<file path="src/rtl/dptr_pkg.sv">
package dptr_pkg;

  // Post-access adjust mode of one pointer
  typedef enum logic [1:0] {
    MOD_HOLD = 2'b00,
    MOD_INC  = 2'b01,
    MOD_DEC  = 2'b10,
    MOD_FLIP = 2'b11
  } dp_mode_e;

  // Implemented control fields; the bit positions are fixed by the select decode
  typedef struct packed {
    logic     auto_swap;
    dp_mode_e mode_shadow;
    dp_mode_e mode_main;
    logic     sel;
  } dp_ctrl_t;

  localparam int unsigned NUM_PTR = 2;

endpackage

</file>
<file path="src/rtl/dptr_modify.sv">
module dptr_modify
  import dptr_pkg::*;
#(
  parameter int unsigned W = 16
) (
  input  logic [W-1:0] cur,
  input  dp_mode_e     mode,
  output logic [W-1:0] nxt
);

  localparam logic [W-1:0] ONE = W'(1);

  always_comb begin
    unique case (mode)
      MOD_INC:  nxt = cur + ONE;
      MOD_DEC:  nxt = cur - ONE;
      MOD_FLIP: nxt = cur ^ ONE;
      default:  nxt = cur;
    endcase
  end

endmodule

</file>
<file path="src/rtl/dptr_reg.sv">
module dptr_reg
  import dptr_pkg::*;
#(
  parameter int unsigned W = 16,
  localparam int unsigned LANES = W / 8
) (
  input  logic             clk,
  input  logic             rst_n,
  input  logic [LANES-1:0] lane_wr,
  input  logic [7:0]       lane_data,
  input  logic             step_en,
  input  dp_mode_e         mode,
  output logic [W-1:0]     value
);

  logic [W-1:0] stepped;
  logic [W-1:0] merged;

  dptr_modify #(.W(W)) u_mod (
    .cur (value),
    .mode(mode),
    .nxt (stepped)
  );

  // Each lane takes the written byte or keeps its current value
  for (genvar i = 0; i < LANES; i++) begin : g_lane
    assign merged[i*8 +: 8] = lane_wr[i] ? lane_data : value[i*8 +: 8];
  end

  always_ff @(posedge clk or negedge rst_n) begin
    if (!rst_n) begin
      value <= '0;
    end else if (|lane_wr) begin
      value <= merged;
    end else if (step_en) begin
      value <= stepped;
    end
  end

endmodule

</file>
<file path="src/rtl/dptr_ctrl.sv">
module dptr_ctrl
  import dptr_pkg::*;
(
  input  logic     clk,
  input  logic     rst_n,
  input  logic     wr_en,
  input  logic [7:0] wr_data,
  input  logic     step,
  output dp_ctrl_t ctrl,
  output logic [7:0] rd_data
);

  logic unused_rsvd;
  assign unused_rsvd = wr_data[7] ^ wr_data[1];

  always_ff @(posedge clk or negedge rst_n) begin
    if (!rst_n) begin
      ctrl <= '0;
    end else if (wr_en) begin
      ctrl.auto_swap   <= wr_data[6];
      ctrl.mode_shadow <= dp_mode_e'(wr_data[5:4]);
      ctrl.mode_main   <= dp_mode_e'(wr_data[3:2]);
      ctrl.sel         <= wr_data[0];
    end else if (step && ctrl.auto_swap) begin
      ctrl.sel <= ~ctrl.sel;
    end
  end

  assign rd_data = {1'b0, ctrl.auto_swap, ctrl.mode_shadow, ctrl.mode_main, 1'b0, ctrl.sel};

endmodule

</file>
<file path="src/rtl/dual_dptr_unit.sv">
module dual_dptr_unit
  import dptr_pkg::*;
#(
  parameter int unsigned ADDR_W = 8,
  parameter int unsigned PTR_W = 16,
  parameter logic [ADDR_W-1:0] CTRL_ADDR = 8'hA7,
  parameter logic [ADDR_W-1:0] BASE_ADDR = 8'h82
) (
  input  logic              clk,
  input  logic              rst_n,
  input  logic [ADDR_W-1:0] sfr_addr,
  input  logic [7:0]        sfr_wdata,
  input  logic              sfr_we,
  input  logic              sfr_re,
  output logic [7:0]        sfr_rdata,
  input  logic              acc_valid,
  input  logic              acc_via_ptr,
  output logic [PTR_W-1:0]  active_ptr
);

  localparam int unsigned LANES = PTR_W / 8;

  dp_ctrl_t         ctrl;
  logic [7:0]       ctrl_rd;
  logic             ctrl_wr;
  logic             step;
  logic [LANES-1:0] lane_hit;
  logic [LANES-1:0] lane_wr;
  logic [PTR_W-1:0] ptr_q [NUM_PTR];
  logic [PTR_W-1:0] main_ptr;
  logic [PTR_W-1:0] shadow_ptr;

  assign step    = acc_valid & acc_via_ptr;
  assign ctrl_wr = sfr_we && (sfr_addr == CTRL_ADDR);

  for (genvar i = 0; i < LANES; i++) begin : g_dec
    localparam logic [ADDR_W-1:0] LANE_ADDR = BASE_ADDR + ADDR_W'(i);
    assign lane_hit[i] = (sfr_addr == LANE_ADDR);
    assign lane_wr[i]  = sfr_we & lane_hit[i];
  end

  dptr_ctrl u_ctrl (
    .clk    (clk),
    .rst_n  (rst_n),
    .wr_en  (ctrl_wr),
    .wr_data(sfr_wdata),
    .step   (step),
    .ctrl   (ctrl),
    .rd_data(ctrl_rd)
  );

  for (genvar k = 0; k < NUM_PTR; k++) begin : g_ptr
    logic             mine;
    logic [LANES-1:0] my_wr;
    dp_mode_e         my_mode;

    assign mine    = (ctrl.sel == k[0]);
    assign my_wr   = mine ? lane_wr : '0;
    assign my_mode = (k == 0) ? ctrl.mode_main : ctrl.mode_shadow;

    dptr_reg #(.W(PTR_W)) u_reg (
      .clk      (clk),
      .rst_n    (rst_n),
      .lane_wr  (my_wr),
      .lane_data(sfr_wdata),
      .step_en  (step & mine),
      .mode     (my_mode),
      .value    (ptr_q[k])
    );
  end

  assign main_ptr   = ptr_q[0];
  assign shadow_ptr = ptr_q[1];
  assign active_ptr = ctrl.sel ? shadow_ptr : main_ptr;

  always_comb begin
    sfr_rdata = '0;
    if (sfr_re) begin
      if (sfr_addr == CTRL_ADDR) begin
        sfr_rdata = ctrl_rd;
      end
      for (int i = 0; i < LANES; i++) begin
        if (lane_hit[i]) begin
          sfr_rdata = active_ptr[i*8 +: 8];
        end
      end
    end
  end

endmodule

</file>
<file path="config.mk">
export PLATFORM = sky130hd
export DESIGN_NAME = dual_dptr_unit
export DESIGN_NICKNAME = d
export VERILOG_FILES = /design/src/rtl/dptr_pkg.sv /design/src/rtl/dptr_modify.sv /design/src/rtl/dptr_reg.sv /design/src/rtl/dptr_ctrl.sv /design/src/rtl/dual_dptr_unit.sv
export SDC_FILE = /design/constraint.sdc
export NUM_CORES = 1
export LEC_CHECK = 0
export BUFFER_PORTS_ARGS = -buffer_cell sky130_fd_sc_hd__buf_2
export CAP_MARGIN = 20
export CORE_AREA = 2 2 115 117
export DETAILED_ROUTE_END_ITERATION = 10
export DIE_AREA = 0 0 117 119
export PLACE_DENSITY = 0.52
export SYNTH_ARGS = -nofsm -noshare
export SYNTH_HDL_FRONTEND = slang
export SYNTH_SLANG_ARGS = --single-unit
</file>
<file path="constraint.sdc">
create_clock -name clk -period 4.54 [get_ports clk]
set_input_delay 0.227 -clock clk [delete_from_list [all_inputs] [get_ports clk]]
set_output_delay 0.227 -clock clk [all_outputs]
set_load 0.01 [all_outputs]
</file>
==> impl_metrics.yaml, run 1 <==
sta:
  drv_slew: 0
  setup_viol: 0
  worstMarginPinSlew_ns: 1.033
  fmax_ghz: 0.3059
  holdWs_ns: 0.2352
  period_minus_slack_ns: 3.269
  rsz0062_at_grt: "no"
  fin_tns_setup_ns: 0
  postLayoutSetupSlackWorst_ns: 1.271
  post-route-period-util: 0.7200
  maxSlewHeadroom: 0.3087
  finClkSkew_ns: 0.008177
  finalHoldViolCount: 0
cts:
  clock-sinks: 38
  numCtsBuffers: 5
  root_buffer: "clkbuf_16"
  cts.htree.levels: 2
  clk_pin_slew_worst_paths_ns: 0.07
  post_cts_resized: 0
  cts_setup_buffers: 0
  clk_latency_ns: 0.29
  holdBufCountCts: 0
  clock_path_buffers: 2
  cts_tree: "built"
yosys:
  synth_edf_count: 0
  ys.flop_type: "dfrtp_1"
  syn-num-nets: 610
  syn_area_mm2: 0.004388
  yosysTopAreaCell: "dfrtp_1"
  postSynthCellCount: 578
  synth_cell_type_count: 83
  syn_avg_cell_area_um2: 7.592
  yosys_warnings: 0
  synth.area.top_cells: "dfrtp_1 (22%), nand2_1 (5.5%), mux2_2 (5.4%)"
  synth_top_area_frac: 0.2167
  ys_ff_latch: 38
  synth-async-reset-ratio: 1.000
  ys_seq_area_frac: 0.2167
critical_path:
  rr_worst_depth: 10
  ff2ff_setup_slack_ns: 1.27
  crit_start: "u_ctrl.ctrl[1]$_DFFE_PN0P_"
  reg2reg_from: "u_ctrl.ctrl[1]$_DFFE_PN0P_"
  path_buf_inv: 3
  crit_type: "flop to flop"
  worstPathArrival_ns: 3.43
  crit_path_start_kind: "flop"
  cp_max_fo: 13
  critical_path_depth: 10
  critPathSlowestCell: "or3_4"
  endpoint_kind: "flop"
  required_ns: 4.70
  slowest_delay_ns: 0.52
  crit_family: "buffers and inverters"
  timing.rr.end: "g_ptr[0].u_reg.value[13]$_DFFE_PN0P_"
  path_cells: "inv_1, ha_1, buf_4, clkinv_1, or3_4, a2111oi_2, o311ai_1, mux2_2, nand3_1, o211ai_1"
cells_and_area:
  drive_gt1_frac: 0.1618
  nFillCells: 1337
  nets: 618
  stdcell_count: 763
  antenna_cells: 0
  syn2layout_area_growth_pct: 10.38
  final_area_mm2: 0.004843
detailed_routing:
  wl_met2_um: 6845
  top_layer: "met4"
  drtIter0Drc: 400
  drc: 0
  viasPerCell: 6.169
  vias: 4707
  postRouteAntennaNets: 0
  drt-total-wl_um: 15590
  wl_per_cell_um: 20.44
  route.layer.met1.wl_um: 7457
  route.met3.wl_um: 1068
  firstDrtPassIters: 5
power:
  leakagePower_nw: 1.859
  powerDensity_mw_per_mm2: 259.7
  ir_drop_uv: 139.3
status:
  status: "finished, final reports clean"
floorplan:
  start_util: 0.3408
  ios: 46
  dieArea_mm2: 0.01392
  die_y_um: 119
  core-area_mm2: 0.01287
  dieWidth_um: 117
  rows: 42
global_routing:
  grt.overflow.total: 0
  grt_pass1_wl_um: 24580
  antenna_found_initial: 0
  grt_pass1_vias: 4301
  grt.total_usage: 0.2271
  grt_max_degree: 39
min_path:
  min-delay-start: "sfr_wdata[3]"
  hold_depth: 2
  min_path_type: "input port to flop"
  min_to: "u_ctrl.ctrl[2]$_DFFE_PN0P_"
placement:
  portBuffers: 45
  routabilityCongestion: 0.8938
  hpwl_um: 11670
  place_inst: 753
  dp_slack_ns: 1.327
  placed_cell_area_mm2: 0.004666
flow_run:
  drv_cap: 0
-- sequential cells by signal, summed over array words and instances, names as in the netlist --
name / flops
g_ptr.u_reg.value: 32
u_ctrl.ctrl: 6
-- cell families (layout without fill, tap and decap cells) --
kind of cell,count (synthesis),count (layout),share of synthesized area
fa+ha+maj,10,10,0.02851
flops,38,38,0.2167
xor+xnor,18,18,0.03593
compound gates,206,206,0.3319
simple gates,215,215,0.2635
buf+inv,66,75,0.06045
mux,25,25,0.06302
-- worst max-delay path by stage --
stage / to / slack [ns]
4_1_cts: g_ptr[0].u_reg.value[13]$_DFFE_PN0P_ / 1.32
2_1_floorplan: g_ptr[0].u_reg.value[12]$_DFFE_PN0P_ / 1.19
6_report: g_ptr[0].u_reg.value[13]$_DFFE_PN0P_ / 1.27
3_3_place_gp: g_ptr[0].u_reg.value[13]$_DFFE_PN0P_ / 1.45
3_5_place_dp: g_ptr[0].u_reg.value[13]$_DFFE_PN0P_ / 1.33
5_1_grt: g_ptr[0].u_reg.value[10]$_DFFE_PN0P_ / 1.04
-- Yosys cell counts, drive strengths merged (6+ instances only) --
cell	instances
xnor2	13
nor2b	6
nor4	10
clkbuf	33
inv	13
nand3	15
nor2	44
and2	9
nand2	65
or3	9
ha	10
nor3	14
dfrtp	38
o21ai	52
a22oi	13
buf	19
a21boi	9
a32oi	6
a22o	13
o31ai	7
o211ai	12
a31oi	7
a21oi	25
mux2	21
-- layer usage --
| metal | track usage | vias to the layer above |
|---|---|---|
| li1 | - | 2202 |
| met1 | 0.3441 | 2291 |
| met2 | 0.3367 | 200 |
| met3 | 0.03715 | 14 |
| met4 | 0.04926 | 0 |
| met5 | 0 | - |
-- metrics by stage --
stage / utilization / power, mW
floorplan: - / 0.7352
global placement: 0.3624 / 0.8871
detailed placement: 0.3624 / 0.8902
CTS: 0.3739 / 1.259
global route: 0.3762 / 1.331
finish: 0.3762 / 1.258
-- report_power, final --
| group | internal, mW | switching, mW | leakage [nW] |
|---|---|---|---|
| sequential | 0.369 | 0.0826 | 0.463 |
| clock | 0.218 | 0.147 | 0.0739 |
| combinational | 0.197 | 0.244 | 1.32 |
-- worst reg2reg max path, cell delays in order (launching register included) --
cell       delay, ns
dfrtp_1         0.43
inv_1           0.10
ha_1            0.48
buf_4           0.28
clkinv_1        0.35
or3_4           0.52
a2111oi_2       0.33
o311ai_1        0.17
mux2_2          0.31
nand3_1         0.08
o211ai_1        0.10
-- layout make-up --
class	count	area (um2)	share of cell area
multi-input combinational	474	3172	0.6549
tap	176	220.2	0.04547
clock buffer	7	142.6	0.02945
timing repair buffer	53	300.3	0.06200
inverter	14	52.55	0.01085
clock inverter	1	5.005	0.001033
sequential	38	950.9	0.1963
-- cell usage in the layout, fill, tap and decap left out, drive strengths merged, types with 14 or more instances in the layout --
cell type	synthesis	final
nand2	65	65
buf	19	52
o21ai	52	52
nor2	44	44
dfrtp	38	38
a21oi	25	25
mux2	21	21
nand3	15	15
nor3	14	14
No activity file was read; power rests on OpenSTA's default activity.
==> inputs of run 2 (changes only) <==
--- a/config.mk
+++ b/config.mk
@@ -10,7 +10,7 @@
 export CORE_AREA = 2 2 115 117
 export DETAILED_ROUTE_END_ITERATION = 10
 export DIE_AREA = 0 0 117 119
-export PLACE_DENSITY = 0.52
+export PLACE_DENSITY = 0.54
 export SYNTH_ARGS = -nofsm -noshare
 export SYNTH_HDL_FRONTEND = slang
 export SYNTH_SLANG_ARGS = --single-unit
==> constraint.sdc (replaced) <==
create_clock -name clk -period 2.9 [get_ports clk]
set_input_delay 0.145 -clock clk [delete_from_list [all_inputs] [get_ports clk]]
set_output_delay 0.145 -clock clk [all_outputs]
set_load 0.01 [all_outputs]
==> run 2 against run 1 <==
Against the previous run:
- die area unchanged
- sequential cell count did not move
- combinational power grew 66%
- via count rose by 2.6%
- non-clock buffer count up 19
- critical path type unchanged
- final cell count increased by 2.5%
- the run now ends with hold timing left
- sequential share of layout area decreased by 0.69 points
==> impl_metrics.yaml, run 2 (synthesized netlist as in run 1, its figures left out) <==
status:
  status: "finished with violations"
  violations: "hold timing"
detailed_routing:
  wl_per_cell_um: 20.39
  viasPerCell: 6.176
  firstDrtPassIters: 5
  drtIter0Drc: 450
  postRouteAntennaNets: 0
  vias: 4830
  drc: 0
  drt-total-wl_um: 15950
placement:
  portBuffers: 45
  routabilityCongestion: 0.9261
  hpwl_um: 12080
  placed_cell_area_mm2: 0.004855
cells_and_area:
  nFillCells: 1355
  reg_top3: "g_ptr.u_reg.value (32), u_ctrl.ctrl (6)"
  syn2layout_area_growth_pct: 14.43
  top_register: "g_ptr.u_reg.value"
  drive_gt1_frac: 0.2030
  antenna_cells: 0
  layout_common_cells: "nand2_1 (64), buf_2 (45), nor2_1 (43), dfrtp_1 (38), o21ai_0 (35)"
  nets: 637
  mostFrequentLayoutCell: "nand2_1"
  largest_reg_flops: 32
  final_area_mm2: 0.005021
flow_run:
  drv_cap: 0
global_routing:
  grt.total_usage: 0.2313
  grt_pass1_vias: 4532
  grt.overflow.total: 0
  antenna_found_initial: 0
  grt_pass1_wl_um: 25200
  grt_max_degree: 39
critical_path:
  worstPathArrival_ns: 2.84
  crit_type: "flop to flop"
  reg2reg_from: "u_ctrl.ctrl[3]$_DFFE_PN0P_"
  slowest_delay_ns: 0.50
  crit_path_start_kind: "flop"
  crit_top_cell: "o21ai_1"
  cp_max_fo: 14
  path_buf_inv: 2
  path_cells: "inv_1, ha_2, buf_4, or4b_1, a2bb2oi_1, o21ai_1, o21ai_1, xnor2_1, a221oi_1, a311oi_1"
  rr_worst_depth: 10
  crit_family: "compound AO/OA/AOI/OAI gates"
  ff2ff_setup_slack_ns: 0.24
  timing.rr.end: "g_ptr[1].u_reg.value[14]$_DFFE_PN0P_"
  critical_path_depth: 10
  required_ns: 3.08
  critPathSlowestCell: "or4b_1"
  endpoint_kind: "flop"
sta:
  post-route-period-util: 0.9170
  fmax_ghz: 0.3760
  worstMarginPinSlew_ns: 0.9395
  fin_tns_setup_ns: 0
  setup_viol: 0
  period_minus_slack_ns: 2.659
  maxSlewHeadroom: 0.3736
  holdWs_ns: -0.002836
  finalHoldViolCount: 4
  finClkSkew_ns: 0.004928
  drv_slew: 0
  rsz0062_at_grt: "no"
cts:
  post_cts_resized: 0
  root_buffer: "clkbuf_16"
  clk_pin_slew_worst_paths_ns: 0.06
  clock-sinks: 38
  numCtsBuffers: 5
  clock_path_buffers: 2
  holdBufCountCts: 0
  cts.htree.levels: 2
  clk_latency_ns: 0.29
  cts_setup_buffers: 0
  cts_tree: "built"
floorplan:
  rows: 42
  ios: 46
  start_util: 0.3408
  core-area_mm2: 0.01287
  dieArea_mm2: 0.01392
  die_y_um: 119
  dieWidth_um: 117
power:
  internal-power_mw: 1.287
  power_frac_seq: 0.341
  switching_share: 0.3723
  leakagePower_nw: 1.959
  ir_drop_uv: 276.3
  powerDensity_mw_per_mm2: 408.3
  pwr-share-clk: 0.303
  comb_power_share: 0.356
  p_sw_uw: 763.3
min_path:
  min_path_type: "input port to asynchronous set/reset pin"
run 2: worst max-delay path by stage:
stage,startpoint,endpoint,slack (ns)
finish,u_ctrl.ctrl[3]$_DFFE_PN0P_,g_ptr[1].u_reg.value[14]$_DFFE_PN0P_,0.24
global route,u_ctrl.ctrl[3]$_DFFE_PN0P_,g_ptr[1].u_reg.value[14]$_DFFE_PN0P_,0.04
CTS,u_ctrl.ctrl[3]$_DFFE_PN0P_,g_ptr[1].u_reg.value[14]$_DFFE_PN0P_,0.26
detailed placement,u_ctrl.ctrl[1]$_DFFE_PN0P_,g_ptr[0].u_reg.value[15]$_DFFE_PN0P_,0.30
global placement,u_ctrl.ctrl[2]$_DFFE_PN0P_,g_ptr[0].u_reg.value[12]$_DFFE_PN0P_,0.32
floorplan,u_ctrl.ctrl[3]$_DFFE_PN0P_,g_ptr[1].u_reg.value[12]$_DFFE_PN0P_,0.01
run 2: metrics by stage:
stage          cells  power [mW]  hold slack, ns  setup slack, ns    util
3_3_place_gp     774       1.415          0.3336           0.3164  0.3771
6_report         782       2.050       -0.002836           0.2406  0.3900
2_1_floorplan    578       1.163         -0.1506          0.01226       -
5_1_grt          782       2.149         0.08206          0.04203  0.3900
4_1_cts          782       2.047         0.03463           0.2635  0.3900
3_5_place_dp     774       1.424          0.3490           0.2985  0.3771
run 2: power groups by stage:
stage / sequential, mW / clock, mW / combinational [mW]
after floorplan: 0.624 / 0 / 0.538
after global placement: 0.704 / 0 / 0.712
after detailed placement: 0.704 / 0 / 0.719
after CTS: 0.695 / 0.628 / 0.724
after global routing: 0.706 / 0.648 / 0.796
final: 0.698 / 0.622 / 0.730
run 2: layout make-up:
class / count / area, um2 / area share
Multi-Input combinational cell: 474 / 3203 / 0.6379
Sequential cell: 38 / 950.9 / 0.1894
Timing Repair Buffer: 72 / 427.9 / 0.08522
Tap cell: 176 / 220.2 / 0.04386
Clock buffer: 8 / 166.4 / 0.03314
Inverter: 14 / 52.55 / 0.01047
run 2: routing by layer:
metal	routed length (um)	share of wire	up-vias	GRT usage
met5	0	0	-	0
met4	401	0.025	0	0.06838
met3	1076	0.067	29	0.03257
met2	6840	0.43	211	0.3356
met1	7627	0.48	2335	0.3525
li1	-	-	2255	-
